`config.mk`:
```
export PLATFORM = sky130hd
export DESIGN_NAME = rename_unit
export DESIGN_NICKNAME = d
export VERILOG_FILES = /design/src/rtl/rename_pkg.sv /design/src/rtl/rename_map.sv /design/src/rtl/rename_freelist.sv /design/src/rtl/rename_ctrl.sv /design/src/rtl/rename_unit.sv
export SDC_FILE = /design/constraint.sdc
export NUM_CORES = 1
export LEC_CHECK = 0
export ABC_AREA = 1
export BUFFER_PORTS_ARGS = -buffer_cell sky130_fd_sc_hd__buf_4
export CAP_MARGIN = 20
export CORE_MARGIN = 2
export CORE_UTILIZATION = 30
export DETAILED_ROUTE_END_ITERATION = 16
export GPL_TIMING_DRIVEN = 0
export SYNTH_ARGS = -nofsm -noshare
export SYNTH_HDL_FRONTEND = slang
export SYNTH_SLANG_ARGS = --single-unit
```
`constraint.sdc`:
```
create_clock -name clk -period 3 [get_ports clk]
set_input_delay 0.3 -clock clk [delete_from_list [all_inputs] [get_ports clk]]
set_output_delay 0.3 -clock clk [all_outputs]
set_load 0.005 [all_outputs]
```
`src/rtl/rename_pkg.sv`:
```
package rename_pkg;
    localparam int SLOTS = 2;

    typedef enum logic [1:0] {
        FL_OPEN  = 2'd0,
        FL_LOW   = 2'd1,
        FL_EMPTY = 2'd2
    } fl_state_e;
endpackage

```
`src/rtl/rename_map.sv`:
```
module rename_map #(
    parameter int ARCH_REGS = 8,
    parameter int PHYS_REGS = 12,
    parameter int NRD       = 6,
    localparam int AW = $clog2(ARCH_REGS),
    localparam int PW = $clog2(PHYS_REGS)
) (
    input  logic                    clk,
    input  logic                    rst_n,
    input  logic [NRD-1:0][AW-1:0]  rd_idx,
    output logic [NRD-1:0][PW-1:0]  rd_tag,
    input  logic [1:0]              wr_en,
    input  logic [1:0][AW-1:0]      wr_idx,
    input  logic [1:0][PW-1:0]      wr_tag
);
    logic [PW-1:0] map_q [ARCH_REGS];

    for (genvar r = 0; r < NRD; r++) begin : g_rd
        assign rd_tag[r] = map_q[rd_idx[r]];
    end

    always_ff @(posedge clk) begin
        if (!rst_n) begin
            for (int k = 0; k < ARCH_REGS; k++) begin
                map_q[k] <= PW'(ARCH_REGS - 1 - k);
            end
        end else begin
            // younger slot written last so it wins on a shared index
            if (wr_en[0]) map_q[wr_idx[0]] <= wr_tag[0];
            if (wr_en[1]) map_q[wr_idx[1]] <= wr_tag[1];
        end
    end
endmodule

```
`src/rtl/rename_freelist.sv`:
```
module rename_freelist #(
    parameter int ARCH_REGS = 8,
    parameter int PHYS_REGS = 12,
    localparam int PW    = $clog2(PHYS_REGS),
    localparam int CW    = $clog2(PHYS_REGS + 1),
    localparam int FREE0 = PHYS_REGS - ARCH_REGS
) (
    input  logic          clk,
    input  logic          rst_n,
    input  logic          pop0,
    input  logic          pop1,
    output logic [PW-1:0] tag0,
    output logic [PW-1:0] tag1,
    input  logic          push0,
    input  logic          push1,
    input  logic [PW-1:0] ptag0,
    input  logic [PW-1:0] ptag1,
    output logic [CW-1:0] cnt,
    output logic [CW-1:0] cnt_nx
);
    logic [PW-1:0] fl_q [PHYS_REGS];
    logic [PW-1:0] head_q, tail_q;
    logic [CW-1:0] cnt_q;

    function automatic logic [PW-1:0] step(input logic [PW-1:0] p, input logic inc);
        int s;
        s = int'(p) + (inc ? 1 : 0);
        if (s >= PHYS_REGS) s = s - PHYS_REGS;
        return PW'(s);
    endfunction

    function automatic logic [PW-1:0] step2(input logic [PW-1:0] p, input logic a, input logic b);
        return step(step(p, a), b);
    endfunction

    assign tag0   = fl_q[head_q];
    assign tag1   = fl_q[step(head_q, pop0)];
    assign cnt    = cnt_q;
    assign cnt_nx = cnt_q - CW'(pop0) - CW'(pop1) + CW'(push0) + CW'(push1);

    always_ff @(posedge clk) begin
        if (!rst_n) begin
            for (int i = 0; i < PHYS_REGS; i++) begin
                fl_q[i] <= (i < FREE0) ? PW'(ARCH_REGS + i) : '0;
            end
            head_q <= '0;
            tail_q <= PW'(FREE0);
            cnt_q  <= CW'(FREE0);
        end else begin
            if (push0) fl_q[tail_q] <= ptag0;
            if (push1) fl_q[step(tail_q, push0)] <= ptag1;
            head_q <= step2(head_q, pop0, pop1);
            tail_q <= step2(tail_q, push0, push1);
            cnt_q  <= cnt_nx;
        end
    end
endmodule

```
`src/rtl/rename_ctrl.sv`:
```
module rename_ctrl
    import rename_pkg::*;
#(
    parameter int ARCH_REGS = 8,
    parameter int PHYS_REGS = 12,
    localparam int CW    = $clog2(PHYS_REGS + 1),
    localparam int FREE0 = PHYS_REGS - ARCH_REGS
) (
    input  logic          clk,
    input  logic          rst_n,
    input  logic [CW-1:0] cnt_nx,
    input  logic [1:0]    need,
    output logic          ready,
    output fl_state_e     state
);
    fl_state_e state_q, state_nx;

    function automatic fl_state_e classify(input int c);
        if (c >= 2)      return FL_OPEN;
        else if (c == 1) return FL_LOW;
        else             return FL_EMPTY;
    endfunction

    always_comb begin
        state_nx = classify(int'(cnt_nx));
    end

    always_ff @(posedge clk) begin
        if (!rst_n) state_q <= classify(FREE0);
        else        state_q <= state_nx;
    end

    always_comb begin
        ready = 1'b0;
        unique case (state_q)
            FL_OPEN:  ready = 1'b1;
            FL_LOW:   ready = (need <= 2'd1);
            FL_EMPTY: ready = (need == 2'd0);
            default:  ready = 1'b0;
        endcase
    end

    assign state = state_q;
endmodule

```
`src/rtl/rename_unit.sv`:
```
module rename_unit
    import rename_pkg::*;
#(
    parameter int ARCH_REGS = 8,
    parameter int PHYS_REGS = 12,
    localparam int AW = $clog2(ARCH_REGS),
    localparam int PW = $clog2(PHYS_REGS)
) (
    input  logic                 clk,
    input  logic                 rst_n,
    input  logic [1:0]           dis_valid,
    input  logic [1:0][AW-1:0]   dis_src_a,
    input  logic [1:0][AW-1:0]   dis_src_b,
    input  logic [1:0]           dis_dst_en,
    input  logic [1:0][AW-1:0]   dis_dst,
    output logic                 dis_ready,
    input  logic [1:0]           ret_valid,
    input  logic [1:0][PW-1:0]   ret_tag,
    output logic [1:0]           ren_valid,
    output logic [1:0][PW-1:0]   ren_src_a,
    output logic [1:0][PW-1:0]   ren_src_b,
    output logic [1:0]           ren_dst_en,
    output logic [1:0][PW-1:0]   ren_dst,
    output logic [1:0][PW-1:0]   ren_free,
    output logic [PHYS_REGS-1:0] clr_ready_mask
);
    localparam int CW  = $clog2(PHYS_REGS + 1);
    localparam int NRD = 3 * SLOTS;

    logic [1:0]            wants, alloc;
    logic [1:0]            need;
    logic                  fire;
    logic [CW-1:0]         fl_cnt, fl_cnt_nx;
    logic [PW-1:0]         new0, new1;
    logic [NRD-1:0][AW-1:0] rd_idx;
    logic [NRD-1:0][PW-1:0] rd_tag;
    logic [1:0][PW-1:0]    src_a, src_b, prior, fresh;
    logic [PHYS_REGS-1:0]  mask_nx;
    fl_state_e             fl_state;

    assign wants = dis_valid & dis_dst_en;
    assign need  = {1'b0, wants[0]} + {1'b0, wants[1]};
    assign fire  = (|dis_valid) && dis_ready;
    assign alloc = fire ? wants : 2'b00;

    rename_ctrl #(.ARCH_REGS(ARCH_REGS), .PHYS_REGS(PHYS_REGS)) u_ctrl (
        .clk(clk), .rst_n(rst_n), .cnt_nx(fl_cnt_nx), .need(need),
        .ready(dis_ready), .state(fl_state)
    );

    rename_freelist #(.ARCH_REGS(ARCH_REGS), .PHYS_REGS(PHYS_REGS)) u_free (
        .clk(clk), .rst_n(rst_n),
        .pop0(alloc[0]), .pop1(alloc[1]), .tag0(new0), .tag1(new1),
        .push0(ret_valid[0]), .push1(ret_valid[1]),
        .ptag0(ret_tag[0]), .ptag1(ret_tag[1]),
        .cnt(fl_cnt), .cnt_nx(fl_cnt_nx)
    );

    // read ports: per slot {src_a, src_b, dst}
    for (genvar s = 0; s < SLOTS; s++) begin : g_idx
        assign rd_idx[3*s]   = dis_src_a[s];
        assign rd_idx[3*s+1] = dis_src_b[s];
        assign rd_idx[3*s+2] = dis_dst[s];
    end

    rename_map #(.ARCH_REGS(ARCH_REGS), .PHYS_REGS(PHYS_REGS), .NRD(NRD)) u_map (
        .clk(clk), .rst_n(rst_n), .rd_idx(rd_idx), .rd_tag(rd_tag),
        .wr_en(alloc), .wr_idx(dis_dst), .wr_tag(fresh)
    );

    always_comb begin
        fresh[0] = new0;
        fresh[1] = alloc[0] ? new1 : new0;
        // older slot: straight from the table
        src_a[0] = rd_tag[0];
        src_b[0] = rd_tag[1];
        prior[0] = rd_tag[2];
        // younger slot: bypass the older slot's fresh tag
        src_a[1] = (wants[0] && dis_dst[0] == dis_src_a[1]) ? new0 : rd_tag[3];
        src_b[1] = (wants[0] && dis_dst[0] == dis_src_b[1]) ? new0 : rd_tag[4];
        prior[1] = (wants[0] && dis_dst[0] == dis_dst[1])   ? new0 : rd_tag[5];
        mask_nx = '0;
        for (int s = 0; s < SLOTS; s++) begin
            if (alloc[s]) mask_nx[fresh[s]] = 1'b1;
        end
    end

    always_ff @(posedge clk) begin
        if (!rst_n) begin
            ren_valid      <= '0;
            ren_dst_en     <= '0;
            ren_src_a      <= '0;
            ren_src_b      <= '0;
            ren_dst        <= '0;
            ren_free       <= '0;
            clr_ready_mask <= '0;
        end else begin
            ren_valid      <= fire ? dis_valid : 2'b00;
            ren_dst_en     <= alloc;
            clr_ready_mask <= mask_nx;
            if (fire) begin
                ren_src_a <= src_a;
                ren_src_b <= src_b;
                ren_dst   <= fresh;
                ren_free  <= prior;
            end
        end
    end

    logic unused_ok;
    assign unused_ok = ^{fl_cnt, fl_state};
endmodule

```
==> impl_metrics.json <==
{
  "outcome": "finished, final reports clean",
  "end_kind": "register",
  "clock_skew_ns": 0.0131,
  "grt_max_degree": 17,
  "r2r_slack_ns": 0.12,
  "p_sw_uw": 3440,
  "drcViolationCount": 0,
  "fin_crit_sh_pct": 96.1,
  "yosysTopAreaCellShare_pct": 26.9,
  "pwr-share-seq_pct": 32.4,
  "maxSlewHeadroom_pct": 42.7,
  "yosys_warnings": 0,
  "ys_seq_area_share_pct": 38.5,
  "total_power_uw": 8430,
  "grt.total_usage_pct": 20.8,
  "antenna_found_initial": 0,
  "wl_um": 38300,
  "cp.required_ns": 3.34,
  "path_class": "reg -> reg",
  "dr.pass1.iters": 6,
  "worstSetupStartpointType": "register",
  "cts_tree": "done",
  "rsz0062_at_grt": "yes",
  "gp_congestion": 0.992,
  "path_clk_slew_ns": 0.07,
  "ant_nets": 0,
  "fin_util_pct": 36.2,
  "internal_power_uw": 4990,
  "hold_violations": 0,
  "syn_nets": 1537,
  "p_per_area_nw_per_um2": 658,
  "die_x_um": 193,
  "synth_flop_cell": "edfxtp_1",
  "hold_path_end": "ren_valid[0]",
  "clk-insertion-delay-late_ns": 0.44,
  "hold_start": "dis_valid[0]",
  "initial_core_util_pct": 30.3,
  "core-area_um2": 35400,
  "hold_buffers": 0,
  "drtIter0Drc": 875,
  "swShare_pct": 40.8,
  "ios": 83,
  "cp_max_fo": 10,
  "vias_per_cell": 5.26,
  "grt_pass1_vias": 10400,
  "hold_path_class": "in -> reg",
  "cts_max_level": 4,
  "clkPwrFrac_pct": 25.5,
  "comb_power_share_pct": 42.0,
  "power.leakage_uw": 0.00536,
  "syn_inst": 1486,
  "num_rows": 69,
  "worstHoldPathCells": 2,
  "io_buffers": 75,
  "antenna_cells": 0,
  "final_cell_mix": "nand2_1 (285), o21ai_0 (229), inv_1 (168), nand3_1 (152), a21oi_1 (112)",
  "die_area_um2": 37300,
  "fmax_mhz": 347,
  "clockRootBuffer": "clkbuf_16",
  "finish.net_count": 1649,
  "avgRoutedWirePerCell_um": 18.5,
  "setup_violations": 0,
  "r2r_start": "u_ctrl.state[0]",
  "cp.arrival_ns": 3.22,
  "timing.rr.end": "clr_ready_mask[0]",
  "yosys.area.top_type": "edfxtp_1",
  "synth-edff-count": 96,
  "worst_pin_slew_ns": 0.859,
  "synth.cell_area_um2": 10700,
  "synthTopCellsByArea": "edfxtp_1 (27%), dfxtp_1 (12%), o21ai_0 (11%), nand2_1 (10%), nand3_1 (7.3%)",
  "die_h_um": 193,
  "cts.sinks": 158,
  "syn_to_final_growth_pct": 19.5,
  "slew_viol_final": 0,
  "final_common_cell": "nand2_1",
  "period_minus_slack_ns": 2.88,
  "overflow": 0,
  "drive_above_1_share_pct": 16.4,
  "via_count": 10900,
  "grt_pass1_wl_um": 58600,
  "numCtsBuffers": 17,
  "ctsLongestPathBuffers": 2,
  "ys_async_sr_fraction_pct": 0,
  "synthDistinctLibCells": 45,
  "peakVddDrop_uv": 510,
  "cap_viol_max_count": 0,
  "dp_hpwl_um": 29100,
  "synth_seq_cells": 158,
  "avgSynthCellArea_um2": 7.22,
  "r2r_cells": 17
}
[through the flow]
stage | setup WS, ns | setup TNS [ns] | cells | cell area (um^2) | hold WS, ns
final | 0.118 | 0 | 2072 | 12800 | 0.154
after global placement | -0.557 | -17.01 | 2022 | 11900 | 0.488
after floorplan | 0.000195 | 0 | 1486 | 10800 | 0.467
after global routing | -0.117 | -3.62 | 2072 | 12800 | 0.146
after detailed placement | -0.592 | -18.63 | 2022 | 11900 | 0.489
after CTS | 0.00124 | 0 | 2065 | 12700 | 0.152
[critical path, cell delays in order, from the launching register on]
cell and delay (ns):
dfxtp_2 0.34, inv_4 0.04, o211ai_4 0.23, inv_4 0.09
ha_4 0.19, ha_4 0.27, inv_2 0.16, buf_2 0.27
nor2_1 0.08, nand2_1 0.09, nand4_1 0.13, nand3_1 0.12
nand2_1 0.06, nand2_1 0.09, nand2_2 0.10, nor2_4 0.18
nand2_2 0.09, a21oi_4 0.24
[repair_timing]
action                                  4_1_cts  5_1_grt
gates resized for setup                      11       27
pin swaps                                     8       17
cloned                                        0        2
setup buffers                                12        6
endpoints found under the setup margin       54      128
[state kept, by name (all words and copies together) (netlist names), 8 cells and up]
signal          count
clr_ready_mask     12
ren_src_b           8
u_map.map_q        32
ren_free            8
ren_dst             8
ren_src_a           8
u_free.fl_q        64
[final cells by class]
| cell class | instances | area [um^2] |
|---|---|---|
| Tap cell | 461 | 577 |
| Buffer | 71 | 407 |
| Timing Repair Buffer | 95 | 769 |
| Clock inverter | 12 | 93.8 |
| Inverter | 185 | 702 |
| Fill cell | 3757 | 22600 |
| Multi-Input combinational cell | 1070 | 5660 |
| Clock buffer | 20 | 478 |
| Sequential cell | 158 | 4130 |
[synth_stat cells (16+ instances only)]
library cell,n
o21ai_0,234
inv_1,173
nor2_1,88
o21ai_1,18
dfxtp_1,62
a21oi_1,112
nand2_1,294
a31oi_1,16
nand3_1,157
buf_2,20
edfxtp_1,96
clkbuf_1,36
[power groups by stage]
stage               logic (uW)  clock network (uW)  registers, uW
CTS                       3410                2170           2730
global placement          3200                   0           2770
floorplan                 2200                   0           2720
detailed placement        3230                   0           2780
global route              3880                2260           2760
finish                    3540                2150           2740
[how the worst max path moves through the flow]
stage	start	endpoint	slack, ns	cells past startpoint
5_1_grt	u_free.tail_q[0]	u_free.fl_q[10][1]	-0.12	17
4_1_cts	u_ctrl.state[0]	clr_ready_mask[2]	0.001	24
3_3_place_gp	dis_valid[1]	clr_ready_mask[1]	-0.56	24
3_5_place_dp	dis_valid[1]	clr_ready_mask[1]	-0.59	24
6_report	u_ctrl.state[0]	clr_ready_mask[0]	0.12	17
2_1_floorplan	dis_dst_en[1]	u_free.head_q[2]	0.0002	22
[logic make-up (layout without fill, tap and decap cells)]
| logic type | after synthesis | count (layout) | synth area share [%] |
|---|---|---|---|
| AO/OA/AOI/OAI | 431 | 431 | 22.2 |
| adder cells (fa/ha/maj) | 17 | 17 | 2.19 |
| AND/OR/NAND/NOR | 606 | 606 | 25.5 |
| flip-flops | 158 | 158 | 38.5 |
| XOR/XNOR | 16 | 16 | 1.31 |
| buffers and inverters | 258 | 383 | 10.4 |
[per-layer routing]
| metal | up-vias | global-route usage, % | wire [um] |
|---|---|---|---|
| li1 | 5276 | - | - |
| met4 | 0 | 10.4 | 1840 |
| met2 | 465 | 34.1 | 17900 |
| met1 | 5042 | 26.6 | 16100 |
| met3 | 108 | 3.08 | 2410 |
| met5 | - | 0 | 0 |
No activity file was read; power rests on OpenSTA's default activity.
